File: src/rtl/wr_guard_pkg.sv
package wr_guard_pkg;
  typedef enum logic [1:0] {
    PROT_NONE = 2'b00,
    PROT_QTR  = 2'b01,
    PROT_HALF = 2'b10,
    PROT_ALL  = 2'b11
  } prot_lvl_e;

  typedef enum logic {
    SR_IDLE,
    SR_ARMED
  } sr_state_e;
endpackage

File: src/rtl/wr_range_lock.sv
module wr_range_lock
  import wr_guard_pkg::*;
#(
  parameter int unsigned ADDR_W = 13
) (
  input  prot_lvl_e         lvl_i,
  input  logic [ADDR_W-1:0] addr_i,
  output logic              locked_o
);
  localparam int unsigned DEPTH     = 1 << ADDR_W;
  localparam logic [ADDR_W:0] QTR_BASE  = (ADDR_W+1)'(DEPTH - DEPTH / 4);
  localparam logic [ADDR_W:0] HALF_BASE = (ADDR_W+1)'(DEPTH / 2);

  logic [ADDR_W:0] addr_ext;
  logic            in_qtr, in_half;

  assign addr_ext = {1'b0, addr_i};
  assign in_qtr   = addr_ext >= QTR_BASE;
  assign in_half  = addr_ext >= HALF_BASE;

  always_comb begin
    unique case (lvl_i)
      PROT_NONE: locked_o = 1'b0;
      PROT_QTR:  locked_o = in_qtr;
      PROT_HALF: locked_o = in_half;
      default:   locked_o = 1'b1;
    endcase
  end
endmodule

File: src/rtl/wr_pin_sync.sv
module wr_pin_sync #(
  parameter int unsigned STAGES = 2
) (
  input  logic clk_i,
  input  logic rst_ni,
  input  logic pin_ni,
  output logic lvl_no,
  output logic fall_o
);
  logic [STAGES-1:0] chain_q;
  logic              prev_q;

  generate
    if (STAGES == 1) begin : g_single
      always_ff @(posedge clk_i or negedge rst_ni) begin
        if (!rst_ni) chain_q <= '1;
        else         chain_q <= pin_ni;
      end
    end else begin : g_chain
      always_ff @(posedge clk_i or negedge rst_ni) begin
        if (!rst_ni) chain_q <= '1;
        else         chain_q <= {chain_q[STAGES-2:0], pin_ni};
      end
    end
  endgenerate

  always_ff @(posedge clk_i or negedge rst_ni) begin
    if (!rst_ni) prev_q <= 1'b1;
    else         prev_q <= chain_q[STAGES-1];
  end

  assign lvl_no = chain_q[STAGES-1];
  assign fall_o = prev_q & ~chain_q[STAGES-1];

  AST_FALL_AFTER_HIGH: assert property (@(posedge clk_i) disable iff (!rst_ni)
    fall_o |-> $past(lvl_no));
endmodule

File: src/rtl/wr_sr_ctrl.sv
module wr_sr_ctrl
  import wr_guard_pkg::*;
(
  input  logic clk_i,
  input  logic rst_ni,
  input  logic sel_i,
  input  logic arm_i,
  input  logic ok_i,
  input  logic wp_fall_i,
  input  logic wpen_i,
  input  logic busy_i,
  output logic commit_o,
  output logic abort_o
);
  sr_state_e state_q, state_d;
  logic      commit_d, abort_d;

  always_comb begin
    state_d  = state_q;
    commit_d = 1'b0;
    abort_d  = 1'b0;
    unique case (state_q)
      SR_IDLE: begin
        if (arm_i && sel_i && ok_i) state_d = SR_ARMED;
      end
      SR_ARMED: begin
        if (!sel_i) begin
          state_d  = SR_IDLE;
          commit_d = 1'b1;
        end else if (wp_fall_i && wpen_i && !busy_i) begin
          state_d = SR_IDLE;
          abort_d = 1'b1;
        end
      end
      default: state_d = SR_IDLE;
    endcase
  end

  always_ff @(posedge clk_i or negedge rst_ni) begin
    if (!rst_ni) begin
      state_q  <= SR_IDLE;
      commit_o <= 1'b0;
      abort_o  <= 1'b0;
    end else begin
      state_q  <= state_d;
      commit_o <= commit_d;
      abort_o  <= abort_d;
    end
  end

  AST_SR_EXCLUSIVE: assert property (@(posedge clk_i) disable iff (!rst_ni)
    !(commit_o && abort_o));
  AST_COMMIT_ON_DESEL: assert property (@(posedge clk_i) disable iff (!rst_ni)
    (state_q == SR_ARMED && !sel_i) |=> commit_o);
  AST_NO_ABORT_WPEN0: assert property (@(posedge clk_i) disable iff (!rst_ni)
    !wpen_i |=> !abort_o);
  AST_NO_ABORT_BUSY: assert property (@(posedge clk_i) disable iff (!rst_ni)
    busy_i |=> !abort_o);
  AST_COMMIT_NEEDS_ARM: assert property (@(posedge clk_i) disable iff (!rst_ni)
    commit_o |-> $past(state_q == SR_ARMED));
endmodule

File: src/rtl/eeprom_wr_guard.sv
module eeprom_wr_guard
  import wr_guard_pkg::*;
#(
  parameter  int unsigned DEPTH       = 8192,
  parameter  int unsigned SYNC_STAGES = 2,
  localparam int unsigned ADDR_W      = $clog2(DEPTH)
) (
  input  logic              clk_i,
  input  logic              rst_ni,
  input  logic              sel_i,
  input  logic              wel_i,
  input  logic [1:0]        bp_i,
  input  logic              wpen_i,
  input  logic              wp_ni,
  input  logic              busy_i,
  input  logic              arr_req_i,
  input  logic [ADDR_W-1:0] addr_i,
  input  logic              sr_arm_i,
  output logic              arr_allow_o,
  output logic              arr_drop_o,
  output logic              sr_allow_o,
  output logic              sr_abort_o,
  output logic              wel_clr_o
);
  logic locked, wp_lvl_n, wp_fall, hw_lock, sr_ok, arr_go, sr_try;
  logic arr_allow_q, arr_drop_q, wel_clr_q;

  wr_range_lock #(.ADDR_W(ADDR_W)) i_range (
    .lvl_i    (prot_lvl_e'(bp_i)),
    .addr_i   (addr_i),
    .locked_o (locked)
  );

  wr_pin_sync #(.STAGES(SYNC_STAGES)) i_pin (
    .clk_i  (clk_i),
    .rst_ni (rst_ni),
    .pin_ni (wp_ni),
    .lvl_no (wp_lvl_n),
    .fall_o (wp_fall)
  );

  // pin veto only counts when the status enable bit is set
  assign hw_lock = wpen_i & ~wp_lvl_n;
  assign sr_ok   = wel_i & ~busy_i & ~hw_lock;
  assign arr_go  = arr_req_i & wel_i & ~busy_i;
  assign sr_try  = sr_arm_i & sel_i & wel_i & ~busy_i;

  wr_sr_ctrl i_sr (
    .clk_i     (clk_i),
    .rst_ni    (rst_ni),
    .sel_i     (sel_i),
    .arm_i     (sr_arm_i),
    .ok_i      (sr_ok),
    .wp_fall_i (wp_fall),
    .wpen_i    (wpen_i),
    .busy_i    (busy_i),
    .commit_o  (sr_allow_o),
    .abort_o   (sr_abort_o)
  );

  always_ff @(posedge clk_i or negedge rst_ni) begin
    if (!rst_ni) begin
      arr_allow_q <= 1'b0;
      arr_drop_q  <= 1'b0;
      wel_clr_q   <= 1'b0;
    end else begin
      arr_allow_q <= arr_go & ~locked;
      arr_drop_q  <= arr_go & locked;
      wel_clr_q   <= arr_go | sr_try;
    end
  end

  assign arr_allow_o = arr_allow_q;
  assign arr_drop_o  = arr_drop_q;
  assign wel_clr_o   = wel_clr_q;

  AST_ALLOW_DROP_EXCL: assert property (@(posedge clk_i) disable iff (!rst_ni)
    !(arr_allow_o && arr_drop_o));
  AST_LOCK_ALL: assert property (@(posedge clk_i) disable iff (!rst_ni)
    (arr_req_i && bp_i == 2'b11) |=> !arr_allow_o);
  AST_NO_WEL_NO_ALLOW: assert property (@(posedge clk_i) disable iff (!rst_ni)
    (arr_req_i && !wel_i) |=> !arr_allow_o && !wel_clr_o);
  AST_BUSY_REFUSE: assert property (@(posedge clk_i) disable iff (!rst_ni)
    ((arr_req_i || sr_arm_i) && busy_i) |=> !arr_allow_o && !wel_clr_o);
  AST_CLR_ON_ATTEMPT: assert property (@(posedge clk_i) disable iff (!rst_ni)
    (arr_req_i && wel_i && !busy_i) |=> wel_clr_o);
  AST_OUT_NEEDS_REQ: assert property (@(posedge clk_i) disable iff (!rst_ni)
    (arr_allow_o || arr_drop_o) |-> $past(arr_req_i));
endmodule

File: config.mk
export PLATFORM = sky130hd
export DESIGN_NAME = eeprom_wr_guard
export DESIGN_NICKNAME = d
export VERILOG_FILES = /design/src/rtl/wr_guard_pkg.sv /design/src/rtl/wr_range_lock.sv /design/src/rtl/wr_pin_sync.sv /design/src/rtl/wr_sr_ctrl.sv /design/src/rtl/eeprom_wr_guard.sv
export SDC_FILE = /design/constraint.sdc
export NUM_CORES = 1
export LEC_CHECK = 0
export BUFFER_PORTS_ARGS = -buffer_cell sky130_fd_sc_hd__buf_2
export CAP_MARGIN = 30
export CELL_PAD_IN_SITES_DETAIL_PLACEMENT = 1
export CELL_PAD_IN_SITES_GLOBAL_PLACEMENT = 1
export CORE_AREA = 2 2 39 41
export CTS_BUF_LIST = sky130_fd_sc_hd__clkbuf_4 sky130_fd_sc_hd__clkbuf_8
export DETAILED_ROUTE_END_ITERATION = 6
export DIE_AREA = 0 0 41 43
export PLACE_DENSITY = 0.79
export SETUP_SLACK_MARGIN = 0.5
export SYNTH_ARGS = -nofsm -noshare
export SYNTH_HDL_FRONTEND = slang
export SYNTH_SLANG_ARGS = --single-unit
File: constraint.sdc
create_clock -name clk_i -period 1.3 [get_ports clk_i]
set_input_delay 0 -clock clk_i [delete_from_list [all_inputs] [get_ports clk_i]]
set_output_delay 0 -clock clk_i [all_outputs]
set_load 0.02 [all_outputs]
Word level (Yosys, flattened, before mapping)
Index checks and enable logic that the tools add are counted.
{"block": "totals", "register_bits": 9, "latch_bits": 0, "ram_bits": 0, "romBits": 0, "output_inout_bits": 5, "elab_cells": 45, "memories": 0}
{"block": "classes", "addsub": 0, "n_mul": 0, "n_div": 0, "magnitude_cmp": 2, "eq_ne": 2, "n_shift": 0, "mux": 10, "bitwise": 17, "reduce_logical": 6}
{"cell": ">= comparator 13 bit (second input constant)", "count": 2}
{"cell": "AND 1 bit", "count": 11}
{"cell": "two-way mux 1 bit", "count": 8}
{"cell": "NOT 1 bit", "count": 5}
{"cell": "logical AND 1 bit", "count": 4}
{"cell": "case mux 1 bit (3 select lines)", "count": 1}
{"cell": "equality test 2 x 1 -> 1 bit (second input constant)", "count": 1}
{"cell": "equality test 2 bit (second input constant)", "count": 1}
{"cell": "logical NOT 2 bit", "count": 1}
{"cell": "case mux 1 bit (2 select lines)", "count": 1}
{"cell": "logical NOT 1 bit", "count": 1}
{"cell": "OR 1 bit", "count": 1}

Depth between registers and ports, before layout
Gate-level depths: netlist of the first run.
{"block": "logic_depth", "ltp_word": 7, "mapped_depth": 2}

Modules after synthesis
Synthesis of the first run repeated with hierarchy kept, for this count alone.
{"block": "unflattened", "hier_cells": 25, "area_unflattened_um2": 351.6}
{"mod": "eeprom_wr_guard", "n_inst": 1, "cells_per_inst": 10, "area_per_inst_um2": 130.1, "seq_area_each_um2": 75.1}
{"mod": "wr_sr_ctrl", "n_inst": 1, "cells_per_inst": 8, "area_per_inst_um2": 115.1, "seq_area_each_um2": 75.1}
{"mod": "wr_pin_sync", "n_inst": 1, "cells_per_inst": 4, "area_per_inst_um2": 92.6, "seq_area_each_um2": 78.8}
{"mod": "wr_range_lock", "n_inst": 1, "cells_per_inst": 3, "area_per_inst_um2": 13.8, "seq_area_each_um2": 0.0}

Least setup slack after synthesis of the first run
OpenSTA, ideal clock, no wires.
{"block": "synth_path", "path_kind": "flip-flop to flip-flop", "start": "register i_pin.chain_q[1]", "end": "register i_sr.abort_o", "setup_time_ns": 0.120, "arrival_time_ns": 0.897, "required_ns": 1.180, "setup_slack_ns": 0.284, "stages_incl_launch_ff": 3, "path_cell_list": "dfstp_2 > and4bb_1 > and3_1"}
{"block": "synth_between", "elab_chain_cells": 7}
{"item": "start: declaration", "line": "wr_pin_sync.sv:10", "rtl": "logic [STAGES-1:0] chain_q;"}
{"item": "start signal: assignment", "line": "wr_pin_sync.sv:22", "rtl": "else chain_q <= {chain_q[STAGES-2:0], pin_ni};"}
{"item": "NOT 1 bit", "line": "wr_pin_sync.sv:33", "rtl": "assign fall_o = prev_q & ~chain_q[STAGES-1];"}
{"item": "AND 1 bit", "line": "wr_pin_sync.sv:33"}
{"item": "logical AND 1 bit (2 in a row)", "line": "wr_sr_ctrl.sv:30", "rtl": "end else if (wp_fall_i && wpen_i && !busy_i) begin"}
{"item": "two-way mux 1 bit", "line": "wr_sr_ctrl.sv:30"}
{"item": "two-way mux 1 bit", "line": "wr_sr_ctrl.sv:27", "rtl": "if (!sel_i) begin"}
{"item": "two-way mux 1 bit", "line": "wr_sr_ctrl.sv:22", "rtl": "unique case (state_q)"}
{"item": "net i_sr.abort_d", "line": "wr_sr_ctrl.sv:16", "rtl": "logic commit_d, abort_d;"}
{"item": "end signal: assignment", "line": "wr_sr_ctrl.sv:47", "rtl": "abort_o <= abort_d;"}
{"item": "end: declaration", "line": "wr_sr_ctrl.sv:13", "rtl": "output logic abort_o"}
The timed path passes the listed nets, and every way through them passes these cells.

Final worst setup path of the first run
Ends and elaborated chain as after synthesis.

==> results.md, run 1 <==
- Status: completed
- Peak VDD IR: 393 uV
- Synth async-reset ratio: 100%
- Largest net degree at the start of global routing: 10
- Slew headroom: 86.5%
- Post-DRT Antenna Nets: 0
- I/O Pins: 29
- WHS: 0.0267 ns
- Sw Pwr: 125 uW
- # Post-CTS Setup Buffers: 0
- GR Overflow Total: 0
- Port bufs: 17
- Slew Viols, Final: 0
- Combinational share of power: 9.8%
- Crit path DAT: 1.14 ns
- Gr usage total: 10.2%
- Clock transition at the registers of the reported paths: 0.06 ns
- Seq cells post-synth: 9
- Max-cap violations: 0
- WS Path Type: flop to flop
- Vias: 280
- GR Util met3: 5.24%
- Final #Nets: 70
- Synthesized cell area: 325 um^2
- Internal cell power: 465 uW
- Clock tree buffer depth: 2
- Worst-Margin Slew: 0.200 ns
- Skew final: 0.00156 ns
- Starting Density: 23.5%
- Sequential share of power: 50.8%
- Pwr/cell area: 1180 nW/um^2
- Ys flop type: dfrtp_1
- Met1 GRT Util: 11.6%
- Clock Power Share: 39.3%
- CTS tree: yes
- Distinct cell type count after synthesis: 14
- Register area share after synthesis: 70.4%
- Die area: 1760 um^2
- CP Launch Type: flop
- Worst Setup End Kind: flop
- Worst path required time: 1.45 ns
- RD Place Congestion: 0.630
- Met2 usage: 13.8%
- N_diodes: 0
- Sum Neg Setup Slack: 0 ns
- Synth top area cells: dfrtp_1 46%, dfstp_2 24%, o32ai_2 5.0%, and4bb_1 3.8%, and3b_1 2.7%
- Min Tclk post-route: 0.990 ns
- Core Box Area: 1380 um^2
- Initial antenna violation count: 0
- Hold Vio Cnt, Final: 0
- Syn Nets: 46
- Filler instances: 160
- Most instantiated cells after synthesis: 6 x dfrtp_1, 3 x dfstp_2, 2 x nand2_1
- Leak pwr: 0.000263 uW
- Count leader, synth: dfrtp_1
- Number of global-route vias before repair: 275
- DIE HEIGHT: 43 um
- First-pass GRT wire length: 1120 um
- Post-DP Area: 430 um^2
- Die X: 41 um
- WL/cell: 11.7 um
- Clock Tree Root: clkbuf_4
- Synth Instances: 22
- Final number of setup-violating endpoints: 0
- H-tree depth: 1
- Clock Latency Late Sink: 0.25 ns
- Layout area overhead: 53.5%
- Period utilization: 76.1%
- FP Rows: 14
- DRC violations left: 0
- Drt pass-1 iters: 2
- Yosys top cell area share: 46.2%
- Worst Hold Class: primary input to flop
- Synth Warn #: 0
- CTS buffer count: 3
- Post-synth top area cell: dfrtp_1
- Most Crowded Layer GR: met2
- F_max: 1.01 GHz
- Layout cells sized above 1: 55.6%
- Multi-input gate area: 96.3 um^2
- Routed wire length: 712 um
- Switching Share: 21.2%
- Crit Path Max Fanout: 3
- Syn Area/Cell: 14.8 um^2
- Reg area: 229 um^2
- Fin area: 499 um^2
- Clk sinks: 9
- Initial drt markers: 1
- Post-synth EDFFs: 0
- Pwr Total: 589 uW
- Vias per cell: 4.59
- RSZ-0062 raised after global routing: yes
-- state kept, by name, indices dropped and copies added (netlist names) --
register       count
i_sr.state_q       1
i_pin.chain_q      2
i_pin.prev_q       1
i_sr.abort_o       1
wel_clr_o          1
i_sr.commit_o      1
arr_allow_o        1
arr_drop_o         1
-- power by group through the flow --
stage	logic, uW	clock network, uW	registers, uW
global route	64.9	259	301
detailed placement	51.4	0	304
floorplan	12.6	0	309
global placement	49.7	0	303
finish	58.0	232	300
CTS	56.2	244	299
-- stage by stage --
| stage | util [%] | setup slack [ns] | std cells |
|---|---|---|---|
| 2_1_floorplan | - | 0.348 | 22 |
| 3_3_place_gp | 31.1 | 0.319 | 55 |
| 3_5_place_dp | 31.1 | 0.304 | 55 |
| 4_1_cts | 34.7 | 0.293 | 61 |
| 5_1_grt | 36.1 | 0.271 | 61 |
| 6_report | 36.1 | 0.310 | 61 |
-- worst paths after layout --
kind	slack, ns	depth (start not counted)	to	startpoint
worst max-delay path	0.31	2	i_sr.abort_o	i_pin.chain_q[1]
worst min-delay path	0.03	3	arr_drop_o	addr_i[12]
worst max register to register	0.31	2	i_sr.abort_o	i_pin.chain_q[1]
worst min register to register	0.37	0	i_pin.chain_q[1]	i_pin.chain_q[0]
max in group asynchronous	0.92	2	i_pin.chain_q[1]	rst_ni
min in group asynchronous	0.13	2	i_sr.abort_o	rst_ni
-- layout make-up --
class / instances / share of cell area [%]
tap: 16 / 4.01
timing repair buffer: 19 / 24.8
multi-input combinational: 13 / 19.3
clock buffer: 4 / 6.02
sequential: 9 / 45.9
-- per-layer routing --
layer  part of all wire [%]  up-vias
met5                      0        -
met4                      0        0
met3                     14        0
met2                     49       18
met1                     37      135
li1                       -      127
-- what timing repair did --
| action | 4_1_cts | 5_1_grt |
|---|---|---|
| hold buffers | 2 | 0 |
| setup endpoints to repair | 2 | 5 |
| hold endpoints to repair | 10 | 0 |
| resized for setup | 0 | 6 |
| gates cloned | 0 | 0 |
-- cells by family (layout without fill, tap and decap cells) --
kind of cell | after synthesis | in the layout | synth area share [%]
flip-flops | 9 | 9 | 70.4
AO/OA/AOI/OAI | 3 | 3 | 8.08
AND/OR/NAND/NOR | 10 | 10 | 21.5
buffers and inverters | 0 | 23 | 0
-- cell usage in the layout, fill, tap and decap left out, types with 2 or more instances in the layout --
cell type,synthesis,routed
dlygate4sd3_1,0,2
dfrtp_1,6,6
dfstp_2,3,3
clkbuf_4,0,4
buf_6,0,3
nand2_1,2,2
buf_2,0,14
-- worst max-delay path, stage by stage, from the launching register on --
cell      delay, ns
dfstp_2        0.54
and4bb_1       0.20
and3_1         0.15
(Power assumes the default switching activity.)
==> run 2: changes to the inputs <==
--- a/config.mk
+++ b/config.mk
@@ -5,15 +5,16 @@
 export SDC_FILE = /design/constraint.sdc
 export NUM_CORES = 1
 export LEC_CHECK = 0
+export ABC_AREA = 1
 export BUFFER_PORTS_ARGS = -buffer_cell sky130_fd_sc_hd__buf_2
 export CAP_MARGIN = 30
 export CELL_PAD_IN_SITES_DETAIL_PLACEMENT = 1
 export CELL_PAD_IN_SITES_GLOBAL_PLACEMENT = 1
-export CORE_AREA = 2 2 39 41
+export CORE_MARGIN = 1
+export CORE_UTILIZATION = 25
 export CTS_BUF_LIST = sky130_fd_sc_hd__clkbuf_4 sky130_fd_sc_hd__clkbuf_8
 export DETAILED_ROUTE_END_ITERATION = 6
-export DIE_AREA = 0 0 41 43
-export PLACE_DENSITY = 0.79
+export PLACE_DENSITY = 0.83
 export SETUP_SLACK_MARGIN = 0.5
 export SYNTH_ARGS = -nofsm -noshare
 export SYNTH_HDL_FRONTEND = slang
==> constraint.sdc (replaced) <==
create_clock -name clk_i -period 1 [get_ports clk_i]
set_input_delay 0 -clock clk_i [delete_from_list [all_inputs] [get_ports clk_i]]
set_output_delay 0 -clock clk_i [all_outputs]
set_load 0.02 [all_outputs]
==> results.md, run 2 <==
- Status: finished, violations left
- Failing checks: negative hold slack
- RD Place Congestion: 0.631
- Clock transition at the registers of the reported paths: 0.06 ns
- Cell Count, Final, Fillers Out: 72
- Most instantiated cells after synthesis: 8 x nand2_1, 6 x dfrtp_1, 6 x inv_1, 6 x nor2_1, 3 x dfstp_2
- Synth async-reset ratio: 100%
- Layout cells sized above 1: 43.1%
- Initial antenna violation count: 0
- Top delay family on crit path: flip-flops
- # Post-CTS Setup Buffers: 0
- Syn Area/Cell: 9.65 um^2
- First-pass GRT wire length: 1340 um
- Yosys top cell area share: 44.4%
- Pwr Total: 789 uW
- Clock tree buffer depth: 2
- Slowest CP cell: dfstp_2
- Buf/Inv on CP: 1
- Worst R2R End: i_sr.state_q
- Largest net degree at the start of global routing: 10
- Number of global-route vias before repair: 333
- Slew headroom: 86.4%
- Count leader, synth: nand2_1
- # hold bufs at CTS: 2
- Synth top area cells: dfrtp_1 44%, dfstp_2 23%, nand2_1 8.9%, inv_1 6.7%, nor2_1 6.7%
- Period utilization: 91.9%
- Post-DRT Antenna Nets: 0
- Crit Path Max Fanout: 2
- Crit path cell chain: inv_1 -> nor2_1 -> nand2_1 -> nand2_1 -> nand2_1
- Clk sinks: 9
- CTS tree: yes
- Core Box Area: 1190 um^2
- Post-synth top area cell: dfrtp_1
- Hold Vio Cnt, Final: 1
- Seq cells post-synth: 9
- Leak pwr: 0.000287 uW
- Final #Nets: 83
- DRC violations left: 0
- Worst path required time: 1.15 ns
- Min Tclk post-route: 0.919 ns
- Sum Neg Setup Slack: 0 ns
- N_diodes: 0
- Pwr/cell area: 1510 nW/um^2
- Max-cap violations: 0
- Worst hold start: sel_i
- Drt pass-1 iters: 2
- WS Path Type: flop to flop
- Slew Viols, Final: 0
- DIE HEIGHT: 38.8 um
- Syn Nets: 59
- RSZ-0062 raised after global routing: yes
- Port bufs: 17
- Slowest Stage Delay on Critical Path: 0.51 ns
- Clock Tree Root: clkbuf_4
- CTS buffer count: 3
- Synth Instances: 35
- Crit path DAT: 1.07 ns
- Most used cell, CP: nand2_1
- Routed wire length: 832 um
- Synthesized cell area: 338 um^2
- Clock Latency Late Sink: 0.26 ns
- Vias: 298
- Peak VDD IR: 576 uV
- Hold Crit Endpoint: i_sr.commit_o
- GR Overflow Total: 0
- Worst-Margin Slew: 0.204 ns
- R2r startpoint: i_pin.prev_q
- I/O Pins: 29
- Die area: 1500 um^2
- DP HPWL: 625 um
- Placed insts: 66
- Hold path depth: 2
- F_max: 1.09 GHz
- Commonest cells after routing, fill and taps aside: 12 x buf_2, 8 x nand2_1, 6 x inv_1, 6 x nor2_1, 6 x dfrtp_1
- Worst R2R Path Depth: 5
- CP Launch Type: flop
- Top register by number of flip-flops: i_pin.chain_q
- Worst Setup End Kind: flop
- H-tree depth: 1
- Starting Density: 28.5%
- WL/cell: 11.6 um
- FP Rows: 12
- Commonest non-fill, non-tap cell in the layout: buf_2
- Distinct cell type count after synthesis: 9
- Ys flop type: dfrtp_1
- Max FFs per register: 2
- Vias per cell: 4.14
- Die X: 38.8 um
- Layout area overhead: 54.4%
- R2R setup slack: 0.08 ns
- Synth Warn #: 0
- Gr usage total: 13.9%
- Final number of setup-violating endpoints: 0
- Register area share after synthesis: 67.8%
- WHS: -0.0708 ns
- Initial drt markers: 5
- Skew final: 0.00228 ns
- Post-synth EDFFs: 0
- Worst Hold Class: primary input to flop
## run 2: logic make-up (layout without fill, tap and decap cells)
group | count (synthesis) | in the layout | share of synthesized area, %
buffers and inverters | 6 | 29 | 6.67
and+or+nand+nor | 16 | 16 | 18.5
DFF | 9 | 9 | 67.8
AOI/OAI and AO/OA | 4 | 4 | 7.04
## run 2: metrics by stage
step                util [%]  setup slack, ns  instance area [um^2]
finish                  44.0           0.0814                   522
global route            44.0           0.0135                   522
CTS                     44.0           0.0765                   522
detailed placement      37.1           0.0923                   440
global placement        37.1            0.102                   440
floorplan                  -            0.144                   338
## run 2: per-layer routing
| metal | share of wire [%] | routed length [um] | global-route usage (%) |
|---|---|---|---|
| met1 | 42 | 351 | 14.4 |
| met3 | 4.6 | 38 | 3.47 |
| met2 | 52 | 431 | 25.0 |
| met5 | 0 | 0 | 0 |
| met4 | 1.3 | 11 | 7.76 |
## run 2: where the power goes
group	switching [uW]	internal (uW)	leakage (uW)
Clock	129	181	0.0000184
Combinational	44.5	42.9	0.000155
Sequential	7.82	383	0.000114
## run 2: what timing repair did
item	4_1_cts	5_1_grt
setup endpoints to repair	10	10
gates resized for setup	10	0
endpoints found under the hold margin	11	1
## run 2: cell type report
class,count,area [um^2]
fill,144,664
multi-input combinational,20,86.3
sequential,9,229
clock buffer,4,30.0
inverter,6,22.5
tap,14,17.5
timing repair buffer,19,136
## run 2: how the worst max path moves through the flow
stage / startpoint / to / slack (ns) / cells after the start
2_1_floorplan: i_pin.prev_q / i_sr.state_q / 0.14 / 5
3_3_place_gp: i_pin.prev_q / i_sr.state_q / 0.10 / 5
3_5_place_dp: i_pin.prev_q / i_sr.state_q / 0.09 / 5
4_1_cts: i_pin.prev_q / i_sr.state_q / 0.08 / 5
5_1_grt: i_pin.prev_q / i_sr.state_q / 0.01 / 5
6_report: i_pin.prev_q / i_sr.state_q / 0.08 / 5
